===== src/rtl/irqc_pkg.sv =====
package irqc_pkg;
   // control register field positions
   localparam int CTRL_STOP_BIT = 0;
   localparam int CTRL_HALF_BIT = 4;
   localparam int CTRL_MODE_LSB = 8;

   // register select values
   localparam logic SEL_CTRL = 1'b0;
   localparam logic SEL_PEND = 1'b1;

   typedef enum logic [1:0] {
      MUX_ONE   = 2'd0,
      MUX_TWO   = 2'd1,
      MUX_THREE = 2'd2,
      MUX_FOUR  = 2'd3
   } mux_mode_e;

   // number of slots in rotation for a given mode value
   function automatic int slots_of(input int mode);
      return mode + 1;
   endfunction
endpackage


===== src/rtl/irqc_ctrl_reg.sv =====
module irqc_ctrl_reg #(
   parameter int DATA_W = 32,
   parameter int SLOTS  = 4,
   localparam int MODE_W = (SLOTS > 1) ? $clog2(SLOTS) : 1
) (
   input  logic              clk,
   input  logic              rst_n,
   input  logic              wr_en,
   input  logic [DATA_W-1:0] wdata,
   output logic              stop_q,
   output logic              half_q,
   output logic [MODE_W-1:0] mode_q,
   output logic [MODE_W-1:0] mode_nxt,
   output logic              mode_chg
);
   import irqc_pkg::*;

   if (CTRL_MODE_LSB + MODE_W > DATA_W) begin : g_bad_width
      $error("irqc_ctrl_reg: mode field does not fit in DATA_W");
   end

   logic [MODE_W-1:0] mode_req;
   logic              mode_ok;
   logic              half_nxt;
   logic              stop_nxt;

   assign mode_req = wdata[CTRL_MODE_LSB +: MODE_W];
   assign mode_ok  = (int'(mode_req) < SLOTS);

   always_comb begin
      mode_nxt = mode_q;
      half_nxt = half_q;
      stop_nxt = stop_q;
      if (wr_en) begin
         stop_nxt = wdata[CTRL_STOP_BIT];
         // a cleared half-rate flag can never be set again
         half_nxt = half_q & wdata[CTRL_HALF_BIT];
         if (mode_ok) begin
            mode_nxt = mode_req;
         end
      end
   end

   assign mode_chg = (mode_nxt != mode_q);

   always_ff @(posedge clk or negedge rst_n) begin
      if (!rst_n) begin
         stop_q <= 1'b0;
         half_q <= 1'b1;
         mode_q <= '0;
      end else begin
         stop_q <= stop_nxt;
         half_q <= half_nxt;
         mode_q <= mode_nxt;
      end
   end

   assert_half_lock_R9: assert property (@(posedge clk) disable iff (!rst_n)
      !half_q |=> !half_q)
      else $error("half-rate flag rose after being cleared");

   assert_mode_range_R3: assert property (@(posedge clk) disable iff (!rst_n)
      int'(mode_q) < SLOTS)
      else $error("mode outside slot range");
endmodule


===== src/rtl/irqc_slot_ctr.sv =====
module irqc_slot_ctr #(
   parameter int SLOTS = 4,
   localparam int MODE_W = (SLOTS > 1) ? $clog2(SLOTS) : 1
) (
   input  logic              clk,
   input  logic              rst_n,
   input  logic              stb,
   input  logic              clear,
   input  logic [MODE_W-1:0] mode,
   output logic [MODE_W-1:0] slot_q
);
   logic last_slot;

   assign last_slot = (slot_q == mode);

   always_ff @(posedge clk or negedge rst_n) begin
      if (!rst_n) begin
         slot_q <= '0;
      end else if (clear) begin
         slot_q <= '0;
      end else if (stb) begin
         if (last_slot) slot_q <= '0;
         else           slot_q <= slot_q + 1'b1;
      end
   end

   assert_slot_in_rotation_R3: assert property (@(posedge clk) disable iff (!rst_n)
      int'(slot_q) <= int'(mode))
      else $error("slot counter beyond rotation length");

   assert_clear_restarts_R5: assert property (@(posedge clk) disable iff (!rst_n)
      clear |=> slot_q == '0)
      else $error("slot counter not restarted by mode change");
endmodule


===== src/rtl/irqc_pending.sv =====
module irqc_pending #(
   parameter int LINES  = 8,
   parameter int SLOTS  = 4,
   parameter int DATA_W = 32,
   localparam int MODE_W = (SLOTS > 1) ? $clog2(SLOTS) : 1,
   localparam int USED_W = LINES * SLOTS
) (
   input  logic              clk,
   input  logic              rst_n,
   input  logic [LINES-1:0]  lines,
   input  logic              stb,
   input  logic [MODE_W-1:0] slot,
   input  logic [MODE_W-1:0] mode_q,
   input  logic [MODE_W-1:0] mode_nxt,
   output logic [DATA_W-1:0] pend
);
   if (USED_W > DATA_W) begin : g_bad_fit
      $error("irqc_pending: LINES*SLOTS exceeds DATA_W");
   end

   for (genvar k = 0; k < SLOTS; k++) begin : g_grp
      logic [LINES-1:0] grp_q;

      always_ff @(posedge clk or negedge rst_n) begin
         if (!rst_n) begin
            grp_q <= '0;
         end else if (int'(mode_nxt) < k) begin
            grp_q <= '0;
         end else if (stb && (slot == MODE_W'(k))) begin
            grp_q <= lines;
         end
      end

      assign pend[k*LINES +: LINES] = grp_q;

      assert_grp_load_R3: assert property (@(posedge clk) disable iff (!rst_n)
         (stb && slot == MODE_W'(k) && int'(mode_nxt) >= k) |=> grp_q == $past(lines))
         else $error("slot group did not load the lines");
   end

   if (USED_W < DATA_W) begin : g_pad
      assign pend[DATA_W-1:USED_W] = '0;
   end

   assert_above_range_zero_R4: assert property (@(posedge clk) disable iff (!rst_n)
      (pend >> (LINES * (int'(mode_q) + 1))) == '0)
      else $error("pending bit set above active range");
endmodule


===== src/rtl/irq_slot_collector.sv =====
module irq_slot_collector #(
   parameter int LINES  = 8,
   parameter int SLOTS  = 4,
   parameter int DATA_W = 32,
   localparam int MODE_W = (SLOTS > 1) ? $clog2(SLOTS) : 1
) (
   input  logic              clk,
   input  logic              rst_n,
   input  logic [LINES-1:0]  irq_line,
   input  logic              slot_stb,
   input  logic              reg_wr,
   input  logic              reg_rd,
   input  logic              reg_sel,
   input  logic [DATA_W-1:0] reg_wdata,
   input  logic              reg_super,
   output logic [DATA_W-1:0] reg_rdata,
   output logic              reg_err,
   output logic              bus_clk_en,
   output logic              half_rate
);
   import irqc_pkg::*;

   if (LINES < 1 || SLOTS < 2 || SLOTS > 4) begin : g_bad_param
      $error("irq_slot_collector: unsupported LINES/SLOTS");
   end

   logic              stop_q;
   logic              half_q;
   logic [MODE_W-1:0] mode_q;
   logic [MODE_W-1:0] mode_nxt;
   logic              mode_chg;
   logic [MODE_W-1:0] slot_q;
   logic [DATA_W-1:0] pend;
   logic [DATA_W-1:0] ctrl_img;
   logic              ctrl_wr;
   logic              stb_eff;
   logic              bad_access;

   assign ctrl_wr    = reg_wr && (reg_sel == SEL_CTRL);
   assign stb_eff    = slot_stb && !mode_chg;
   assign bad_access = (reg_rd || reg_wr) && (reg_sel == SEL_PEND) && !reg_super;

   irqc_ctrl_reg #(.DATA_W(DATA_W), .SLOTS(SLOTS)) u_ctrl (
      .clk      (clk),
      .rst_n    (rst_n),
      .wr_en    (ctrl_wr),
      .wdata    (reg_wdata),
      .stop_q   (stop_q),
      .half_q   (half_q),
      .mode_q   (mode_q),
      .mode_nxt (mode_nxt),
      .mode_chg (mode_chg)
   );

   irqc_slot_ctr #(.SLOTS(SLOTS)) u_slot (
      .clk    (clk),
      .rst_n  (rst_n),
      .stb    (stb_eff),
      .clear  (mode_chg),
      .mode   (mode_q),
      .slot_q (slot_q)
   );

   irqc_pending #(.LINES(LINES), .SLOTS(SLOTS), .DATA_W(DATA_W)) u_pend (
      .clk      (clk),
      .rst_n    (rst_n),
      .lines    (irq_line),
      .stb      (stb_eff),
      .slot     (slot_q),
      .mode_q   (mode_q),
      .mode_nxt (mode_nxt),
      .pend     (pend)
   );

   always_comb begin
      ctrl_img = '0;
      ctrl_img[CTRL_STOP_BIT] = stop_q;
      ctrl_img[CTRL_HALF_BIT] = half_q;
      ctrl_img[CTRL_MODE_LSB +: MODE_W] = mode_q;
   end

   always_ff @(posedge clk or negedge rst_n) begin
      if (!rst_n) begin
         reg_rdata <= '0;
         reg_err   <= 1'b0;
      end else begin
         reg_err <= bad_access;
         if (reg_rd) begin
            if (reg_sel == SEL_CTRL) reg_rdata <= ctrl_img;
            else if (reg_super)      reg_rdata <= pend;
            else                     reg_rdata <= '0;
         end
      end
   end

   assign bus_clk_en = !stop_q;
   assign half_rate  = half_q;

   assert_err_cause_R7: assert property (@(posedge clk) disable iff (!rst_n)
      reg_err |-> $past((reg_rd || reg_wr) && reg_sel && !reg_super))
      else $error("error pulse without a violating access");

   assert_denied_read_zero_R7: assert property (@(posedge clk) disable iff (!rst_n)
      (reg_rd && reg_sel && !reg_super) |=> reg_rdata == '0)
      else $error("denied read returned data");

   assert_stop_gates_R8: assert property (@(posedge clk) disable iff (!rst_n)
      (reg_wr && !reg_sel) |=> bus_clk_en == !$past(reg_wdata[0]))
      else $error("clock enable does not follow stop write");

   assert_pend_write_inert_R6: assert property (@(posedge clk) disable iff (!rst_n)
      (reg_wr && reg_sel && !slot_stb && !mode_chg) |=> $stable(pend))
      else $error("pending image changed by a write");
endmodule


===== config.mk =====
export PLATFORM = sky130hd
export DESIGN_NAME = irq_slot_collector
export DESIGN_NICKNAME = d
export VERILOG_FILES = /design/src/rtl/irqc_pkg.sv /design/src/rtl/irqc_ctrl_reg.sv /design/src/rtl/irqc_slot_ctr.sv /design/src/rtl/irqc_pending.sv /design/src/rtl/irq_slot_collector.sv
export SDC_FILE = /design/constraint.sdc
export NUM_CORES = 1
export LEC_CHECK = 0
export CAP_MARGIN = 20
export CORE_MARGIN = 1
export CORE_UTILIZATION = 49
export DETAILED_ROUTE_END_ITERATION = 12
export GPL_ROUTABILITY_DRIVEN = 0
export PLACE_DENSITY = 0.8
export SLEW_MARGIN = 20
export SYNTH_ARGS = -nofsm -noshare
export SYNTH_HDL_FRONTEND = slang
export SYNTH_SLANG_ARGS = --single-unit

===== constraint.sdc =====
create_clock -name clk -period 1.88 [get_ports clk]
set_input_delay 0.376 -clock clk [delete_from_list [all_inputs] [get_ports clk]]
set_output_delay 0.376 -clock clk [all_outputs]
set_load 0.1 [all_outputs]

==> flow_summary_export.csv, run 1 <==
group,metric,value,unit
synth,netlist_instances,313,
cts,cts-resized-gates,0,
critical_path,start_kind,"input pin",
timing,finalCritPeriodShare,87.71,%
layout,fin_util,71.86,%
synth,yosysWarnings,0,
floorplanning,core,0.006061,mm2
synth,synth_nets,364,
pwr,cellPowerDensity,1061,mW/mm2
floorplanning,dieWidth,82.31,um
run_status,status,"complete, but fails checks",
synth,syn_area,0.003161,mm2
detailed_routing,via_per_inst,5.497,
critical_path,reg2reg_slack,240,ps
timing,fin_hold_ws,-2.594,ps
floorplanning,initial_utilization,52.15,%
cts,htreeDepth,3,
timing,timing.fmax,0.6065,GHz
critical_path,cp-end-kind,"flip-flop",
floorplanning,die-area,0.006775,mm2
global_route,grt_first_pass_wirelength,12200,um
worst_hold_path,worstHoldPathType,"in -> async",
cts,clockRootBuffer,"clkbuf_8",
detailed_routing,drcViolationCount,0,
pwr,finalPower,4.621,mW
global_route,antenna_found_initial,0,
pwr,p_leak,1.846,nW
critical_path,crit_path_max_fanout,8,
flow_run,cap_viol_max_count,0,
cts,cts_setup_buffers,0,
timing,final_max_slew_viol_count,0,
global_route,grt_usage,24.89,%
timing,rsz0062_at_grt,"no",
critical_path,path_class,"in -> reg",
cts,ctsHoldBuffers,0,
layout,antenna_cells,0,
timing,skew,6.336,ps
cts,clockBufferDepth,2,
timing,max-slew-margin-rel,65.29,%
floorplanning,io_pins,82,
timing,tightestPinTransition,520.6,ps
detailed_routing,drt_iter0_markers,152,
global_route,grt_max_degree,29,
placement,place_area,0.004154,mm2
timing,finalHoldViolCount,4,
pwr,irDropWorstVdd,651.3,uV
detailed_routing,drt-total-wl,7312,um
layout,final_cells,451,
layout,syn2layout_area_growth,37.81,%
critical_path,cp.required,2130,ps
placement,hpwl,5068,um
detailed_routing,num_vias,2479,
global_route,grt_pass1_vias,2564,
placement,io_buffers,53,
cts,clkSlewWorstSetupHoldPaths,70,ps
critical_path,cp_slowest_cell,"clkdlybuf4s50_1",
cts,cts_tree,"yes",
detailed_routing,antenna_left,0,
cts,cts.sinks,71,
detailed_routing,detail_route.wl_per_cell,16.21,um
critical_path,worstPathCellList,"clkdlybuf4s50_1, nand2b_1, buf_4, nand2_1, o31a_1, a21boi_0",
detailed_routing,firstDrtPassIters,4,
global_route,gr-total-overflow,0,
synth,synth.ff_latch_count,71,
synth,ys_seq_area_share,56.25,%
synth,yosysUniqueCellTypes,31,
run_status,violations,"hold timing",
critical_path,arrival,1900,ps
cts,clock_latency,350,ps
floorplanning,die_y,82.31,um
layout,stdcell_area,0.004355,mm2
cts,cts_buffers,9,
critical_path,cpPeakStageDelay,420,ps
floorplanning,num_rows,28,
layout,drive_gt1_share,20.74,%
synth,avgSynthCellArea,10.10,um2
placement,dp.cells,435,
layout,nNetsFinal,422,
timing,min_period,1649,ps
timing,finalSetupViolCount,0,
kinds of logic after synthesis:
logic type               synth area share (%)
XOR/XNOR                                1.109
buffers and inverters                   7.284
multiplexers                            5.226
AND/OR/NAND/NOR                         11.84
AO/OA/AOI/OAI                           16.71
adder cells (fa/ha/maj)                 1.584
flip-flops                              56.26
power by group:
part	internal (mW)	switching [mW]	total, mW
Combinational	0.592	0.821	1.41
Clock	0.690	0.557	1.25
Sequential	1.76	0.202	1.96
placed cells by master, fill, tap and decap left out, types with 2 or more instances in the layout:
master and instances:
xnor2_1 3, buf_4 13, clkdlybuf4s50_1 17, inv_1 31
a31oi_1 3, dfrtp_1 70, nand2_1 33, o211ai_1 2
clkbuf_8 11, mux2_2 4, buf_12 37, and2_1 3
clkbuf_1 3, a21boi_1 2, a21oi_1 3, ha_1 4
nor2_1 5, a21boi_0 22, mux2_4 8, o21ai_0 55
nand2b_1 6, nand3_1 30
final cells by class:
type                       count  area, um2
clock inverter                 2      38.79
multi-input combinational    190       1152
tap                           75      93.84
clock buffer                  14      162.7
fill                         429       1705
sequential                    71       1778
inverter                      31      116.4
timing repair buffer          68       1013
flip-flops by register name (all words and copies together) (netlist names):
register and count:
u_ctrl.stop_q 1, u_slot.slot_q 2, u_pend.g_grp.grp_q 32, u_ctrl.mode_q 2, reg_err 1, u_ctrl.half_q 1
reg_rdata 32
metal layers:
metal  wire length, um  track usage, %  up-vias
li1                  -               -     1159
met1              3061           29.82     1208
met2              3689           41.49       91
met3               368           6.374       21
met4               192           12.46        0
met5                 0               0        -
critical path, delay by kind of cell:
| family | cells | cell delay (ps) |
|---|---|---|
| buffers and inverters | 2 | 610 |
| AND/OR/NAND/NOR | 2 | 290 |
| AO/OA/AOI/OAI | 2 | 620 |
synth_stat cells:
cell type | n | area, um2
xnor2_1 | 3 | 26.28
a31oi_1 | 3 | 18.77
mux2_2 | 4 | 45.04
o21ai_0 | 55 | 275.3
dfrtp_1 | 70 | 1752
buf_6 | 3 | 33.78
mux2_4 | 8 | 120.1
nand3_1 | 30 | 150.1
nand2_1 | 33 | 123.9
a21o_1 | 1 | 7.510
nor2_1 | 5 | 18.77
and3_4 | 1 | 11.26
a21oi_1 | 3 | 15.01
a21boi_0 | 22 | 165.2
clkbuf_2 | 1 | 5.000
and3_1 | 1 | 6.260
clkbuf_1 | 7 | 26.28
nand2b_1 | 6 | 37.54
dfstp_2 | 1 | 26.28
buf_4 | 1 | 7.510
o21a_1 | 1 | 7.510
inv_1 | 31 | 116.4
xor2_1 | 1 | 8.760
and2_1 | 3 | 18.77
nor3b_1 | 1 | 7.510
buf_1 | 3 | 11.26
o31a_1 | 1 | 8.760
buf_2 | 6 | 30.03
a21boi_1 | 2 | 15.01
o211ai_1 | 2 | 15.01
ha_1 | 4 | 50.05
path summary, 6_finish.rpt:
path                                               start                  endpoint  depth (start not counted)
min in group clk                u_pend.g_grp[1].grp_q[4]             reg_rdata[12]                          2
max in group asynchronous                          rst_n             reg_rdata[29]                          2
worst min-delay path                               rst_n                   reg_err                          1
worst max register to register          u_ctrl.mode_q[0]  u_pend.g_grp[0].grp_q[0]                          4
worst min register to register  u_pend.g_grp[1].grp_q[4]             reg_rdata[12]                          2
worst max-delay path                             reg_sel  u_pend.g_grp[1].grp_q[5]                          6
metrics by stage:
step | worst slack [ps] | TNS (ps)
2_1_floorplan | 235.1 | 0
3_3_place_gp | -34.73 | -474.0
3_5_place_dp | -80.73 | -1000
4_1_cts | 258.9 | 0
5_1_grt | 99.42 | 0
6_report | 231.1 | 0
(Power assumes the default switching activity.)
==> inputs of run 2 (changes only) <==
Settings changed: CORE_UTILIZATION 49 to 52, PLACE_DENSITY 0.8 to 0.84.
Clock period 1.88 ns to 1.9 ns, I/O delays scaled along.
==> run 2 against run 1 <==
The flow still finishes with violations (hold timing). Via count down 1.3%. Setup slack better by 60 ps. Global-route usage about the same. Clock power up 21%. Highest routed layer unchanged.
==> flow_summary_export.csv, run 2 (synthesis results as in run 1) <==
group,metric,value,unit
layout,top_regs,"reg_rdata (32), u_pend.g_grp.grp_q (32)",
detailed_routing,highest_layer,"met4",
timing,tightestPinTransition,504.2,ps
placement,dp.cells,435,
floorplanning,die-area,0.006394,mm2
cts,cts_tree,"yes",
layout,fin_util,71.49,%
placement,hpwl,4930,um
critical_path,start_kind,"flip-flop",
timing,fin_hold_ws,-9.671,ps
pwr,p_int,3.142,mW
global_route,grt_usage,24.90,%
cts,htreeDepth,3,
detailed_routing,met2WireLength,3645,um
timing,finalHoldViolCount,12,
global_route,grt_pass1_vias,2445,
timing,rsz0062_at_grt,"no",
critical_path,r2r_cells,4,
layout,nNetsFinal,422,
detailed_routing,num_vias,2447,
detailed_routing,drcViolationCount,0,
pwr,comb_power_share,27.1,%
floorplanning,initial_utilization,53.70,%
timing,final_max_slew_viol_count,0,
placement,preCtsSetupSlack,-47.87,ps
detailed_routing,drt-total-wl,7115,um
cts,clock_latency,340,ps
global_route,gr-total-overflow,0,
timing,timing.fmax,0.6216,GHz
floorplanning,io_pins,82,
timing,finalCritPeriodShare,84.68,%
detailed_routing,drt_iter0_markers,176,
detailed_routing,wl_met3,256,um
layout,drive_gt1_share,21.54,%
pwr,finalPower,4.715,mW
cts,cts_setup_buffers,0,
cts,clockBufferDepth,2,
critical_path,path_class,"reg -> reg",
layout,antenna_cells,0,
global_route,antenna_found_initial,0,
cts,clkSlewWorstSetupHoldPaths,80,ps
critical_path,r2r-end,"u_pend.g_grp[0].grp_q[4]",
detailed_routing,via_per_inst,5.426,
critical_path,cp-end-kind,"flip-flop",
run_status,status,"complete, but fails checks",
pwr,p_sw_share,33.36,%
timing,layout_setup_ws,291.2,ps
cts,cts-resized-gates,0,
flow_run,cap_viol_max_count,0,
layout,final_cells,451,
detailed_routing,antenna_left,0,
layout,layout_common_cells,"dfrtp_1, o21ai_0, nand2_1, inv_1, nand3_1",
detailed_routing,firstDrtPassIters,5,
critical_path,cp.required,2130,ps
global_route,grt_first_pass_wirelength,11740,um
layout,mostFrequentLayoutCell,"dfrtp_1",
pwr,irDropWorstVdd,640.8,uV
floorplanning,dieWidth,79.96,um
critical_path,critPathCapture,"u_pend.g_grp[0].grp_q[4]",
worst_hold_path,worstHoldPathType,"in -> async",
critical_path,crit_path_max_fanout,8,
pwr,p_leak,1.824,nW
timing,finalSetupViolCount,0,
cts,cts.sinks,71,
critical_path,arrival,1840,ps
detailed_routing,wl_met1,3042,um
critical_path,reg2reg_from,"u_ctrl.mode_q[1]",
layout,stdcell_area,0.004208,mm2
cts,cts_buffers,9,
pwr,cellPowerDensity,1121,mW/mm2
pwr,pwr-share-clk,32.0,%
pwr,p_sw,1.573,mW
critical_path,reg2reg_slack,290,ps
floorplanning,die_y,79.96,um
timing,max-slew-margin-rel,66.38,%
global_route,grt_max_degree,35,
floorplanning,core,0.005886,mm2
cts,clockRootBuffer,"clkbuf_8",
timing,skew,8.110,ps
timing,min_period,1609,ps
floorplanning,num_rows,28,
pwr,seqPwrFrac,40.9,%
detailed_routing,detail_route.wl_per_cell,15.78,um
placement,io_buffers,53,
placement,place_area,0.003954,mm2
cts,ctsHoldBuffers,0,
layout,syn2layout_area_growth,33.14,%
run_status,violations,"hold timing",
critical_path,crit_start,"u_ctrl.mode_q[1]",
layout,fillCellCount,407,
-- run 2: routing by layer --
| metal | GRT usage, % | vias up |
|---|---|---|
| met5 | 0 | - |
| met4 | 13.39 | 0 |
| met3 | 4.800 | 17 |
| met2 | 40.00 | 71 |
| met1 | 31.71 | 1196 |
| li1 | - | 1163 |
-- run 2: how the worst min path moves through the flow --
stage,from,to
4_1_cts,rst_n,u_pend.g_grp[0].grp_q[1]
3_5_place_dp,rst_n,reg_rdata[6]
3_3_place_gp,rst_n,reg_rdata[1]
5_1_grt,rst_n,u_pend.g_grp[0].grp_q[1]
6_report,rst_n,u_pend.g_grp[0].grp_q[1]
2_1_floorplan,rst_n,reg_err
-- run 2: power by group through the flow --
| stage | combinational [mW] | sequential, mW | clock, mW |
|---|---|---|---|
| final | 1.28 | 1.93 | 1.51 |
| after global routing | 1.37 | 1.94 | 1.59 |
| after CTS | 1.29 | 1.92 | 1.52 |
| after detailed placement | 1.27 | 1.94 | 0 |
| after global placement | 1.23 | 1.92 | 0 |
| after floorplan | 0.598 | 2.24 | 0 |
-- run 2: cell type report --
cell class	count	area, um2	area share, %
Clock buffer	10	137.6	3.271
Clock inverter	6	116.4	2.765
Inverter	31	116.4	2.765
Multi-Input combinational cell	190	1152	27.39
Sequential cell	71	1778	42.25
Tap cell	75	93.84	2.230
Timing Repair Buffer	68	813.3	19.33
-- run 2: critical path: stages (launching register included) --
cell and delay (ps):
dfrtp_1 470, xnor2_1 240, a21o_1 170, and3_4 300, mux2_4 320
-- run 2: stage by stage --
| stage | TNS (ps) | hold WS, ps |
|---|---|---|
| floorplan | 0 | 84.41 |
| global placement | -125.0 | 364.7 |
| detailed placement | -507.7 | 376.8 |
| CTS | 0 | 4.583 |
| global route | 0 | 7.865 |
| finish | 0 | -9.671 |
==> inputs of run 3 (changes only) <==
Settings changed: CORE_UTILIZATION 52 to 49, PLACE_DENSITY 0.84 to 0.8.
Clock period 1.9 ns to 1.5 ns, I/O delays scaled along.
==> run 3 against run 2 <==
The flow now finishes without violations. Wire length increased by 0.31%. Combinational power rose by 46%. Highest routed layer unchanged. Non-clock buffer count up 8. Sequential power grew 25%.
==> flow_summary_export.csv, run 3 (synthesis results as in run 1) <==
group,metric,value,unit
cts,clockBufferDepth,2,
layout,fillCellCount,387,
timing,finalSetupViolCount,0,
floorplanning,num_rows,28,
layout,nNetsFinal,430,
worst_hold_path,worstHoldPathType,"in -> reg",
critical_path,cp-end-kind,"flip-flop",
critical_path,arrival,1720,ps
timing,finalCritPeriodShare,99.45,%
global_route,antenna_found_initial,0,
flow_run,cap_viol_max_count,0,
floorplanning,die-area,0.006775,mm2
critical_path,r2r_cells,4,
floorplanning,core,0.006061,mm2
global_route,grt_usage,23.94,%
timing,timing.fmax,0.6703,GHz
floorplanning,die_y,82.31,um
placement,dp.cells,441,
timing,max-slew-margin-rel,69.46,%
layout,syn2layout_area_growth,43.15,%
layout,stdcell_area,0.004524,mm2
floorplanning,dieWidth,82.31,um
cts,cts_buffers,9,
layout,antenna_cells,0,
layout,fin_util,74.65,%
timing,tightestPinTransition,458.1,ps
layout,drive_gt1_share,23.70,%
worst_hold_path,hold_start,"reg_wdata[8]",
critical_path,crit_start,"u_ctrl.mode_q[0]",
global_route,grt_first_pass_wirelength,11790,um
placement,preCtsSetupSlack,-366.7,ps
cts,clkSlewWorstSetupHoldPaths,70,ps
global_route,gr-total-overflow,0,
detailed_routing,num_vias,2507,
detailed_routing,via_per_inst,5.462,
timing,min_period,1492,ps
cts,clock_latency,340,ps
cts,htreeDepth,3,
run_status,status,"finished, final reports clean",
worst_hold_path,min_to,"u_ctrl.mode_q[0]",
pwr,cellPowerDensity,1389,mW/mm2
placement,place_area,0.004227,mm2
pwr,p_leak,1.949,nW
pwr,p_int,4.277,mW
detailed_routing,drt_iter0_markers,199,
detailed_routing,drcViolationCount,0,
timing,setup_tns,0,ps
critical_path,crit_path_max_fanout,8,
detailed_routing,firstDrtPassIters,5,
pwr,seqPwrFrac,38.6,%
pwr,p_sw_share,31.93,%
detailed_routing,drt-total-wl,7137,um
layout,top_regs,"reg_rdata (32), u_pend.g_grp.grp_q (32)",
placement,hpwl,5016,um
global_route,grt_max_degree,29,
worst_hold_path,hold_depth,3,
pwr,finalPower,6.284,mW
floorplanning,io_pins,82,
floorplanning,initial_utilization,52.15,%
timing,layout_setup_ws,8.185,ps
critical_path,r2r-end,"u_pend.g_grp[0].grp_q[3]",
layout,final_cells,459,
timing,skew,6.357,ps
pwr,comb_power_share,29.8,%
timing,finalHoldViolCount,0,
pwr,pwr-share-clk,31.6,%
timing,fin_hold_ws,422.6,ps
global_route,grt_pass1_vias,2477,
layout,layout_common_cells,"dfrtp_1, o21ai_0, buf_12, nand2_1, inv_1",
placement,io_buffers,53,
layout,regArea,0.001778,mm2
cts,clockRootBuffer,"clkbuf_8",
critical_path,start_kind,"flip-flop",
layout,multiInputGateArea,0.001182,mm2
layout,mostFrequentLayoutCell,"dfrtp_1",
detailed_routing,detail_route.wl_per_cell,15.55,um
critical_path,reg2reg_from,"u_ctrl.mode_q[0]",
cts,cts_tree,"yes",
pwr,irDropWorstVdd,891.3,uV
timing,final_max_slew_viol_count,0,
critical_path,reg2reg_slack,8,ps
timing,rsz0062_at_grt,"yes",
critical_path,cp.required,1730,ps
detailed_routing,antenna_left,0,
critical_path,path_class,"reg -> reg",
cts,cts.sinks,71,
pwr,p_sw,2.006,mW
==> run 3: power groups by stage <==
stage | combinational [mW] | sequential [mW] | clock (mW)
finish | 1.87 | 2.42 | 1.99
global route | 1.98 | 2.45 | 2.09
CTS | 1.86 | 2.42 | 2.01
detailed placement | 1.84 | 2.45 | 0
global placement | 1.77 | 2.43 | 0
floorplan | 0.777 | 2.84 | 0
==> run 3: timing repair <==
action,in CTS,in global routing
endpoints found under the setup margin,2,25
setup buffers,1,0
hold endpoints to repair,17,0
hold buffers,1,0
gates resized for setup,3,7
pin swaps,1,3
==> run 3: cell type report <==
type | instances | area share (%)
Sequential cell | 71 | 39.30
Multi-Input combinational cell | 190 | 26.13
Clock buffer | 10 | 2.821
Timing Repair Buffer | 76 | 24.17
Tap cell | 75 | 2.074
Inverter | 31 | 2.572
Clock inverter | 6 | 2.931
==> run 3: worst max-delay path, stage by stage (launching register included) <==
cell and delay [ps]:
dfrtp_1 410, xnor2_2 180, a21o_1 180, and3_4 290, mux2_4 320
==> run 3: layer usage <==
| metal | global-route usage [%] | vias up | part of all wire, % |
|---|---|---|---|
| li1 | - | 1174 | - |
| met1 | 29.57 | 1223 | 42 |
| met2 | 38.60 | 91 | 50 |
| met3 | 3.846 | 19 | 4.6 |
| met4 | 16.32 | 0 | 3.2 |
| met5 | 0 | - | 0 |
==> run 3: worst max-delay path by stage <==
stage,endpoint,slack [ps],cells past startpoint
final,u_pend.g_grp[0].grp_q[3],8,4
after global routing,u_pend.g_grp[0].grp_q[5],-20,4
after CTS,u_pend.g_grp[0].grp_q[0],10,4
after detailed placement,u_pend.g_grp[0].grp_q[5],-370,5
after global placement,u_pend.g_grp[0].grp_q[5],-320,5
after floorplan,u_pend.g_grp[0].grp_q[0],-90,7
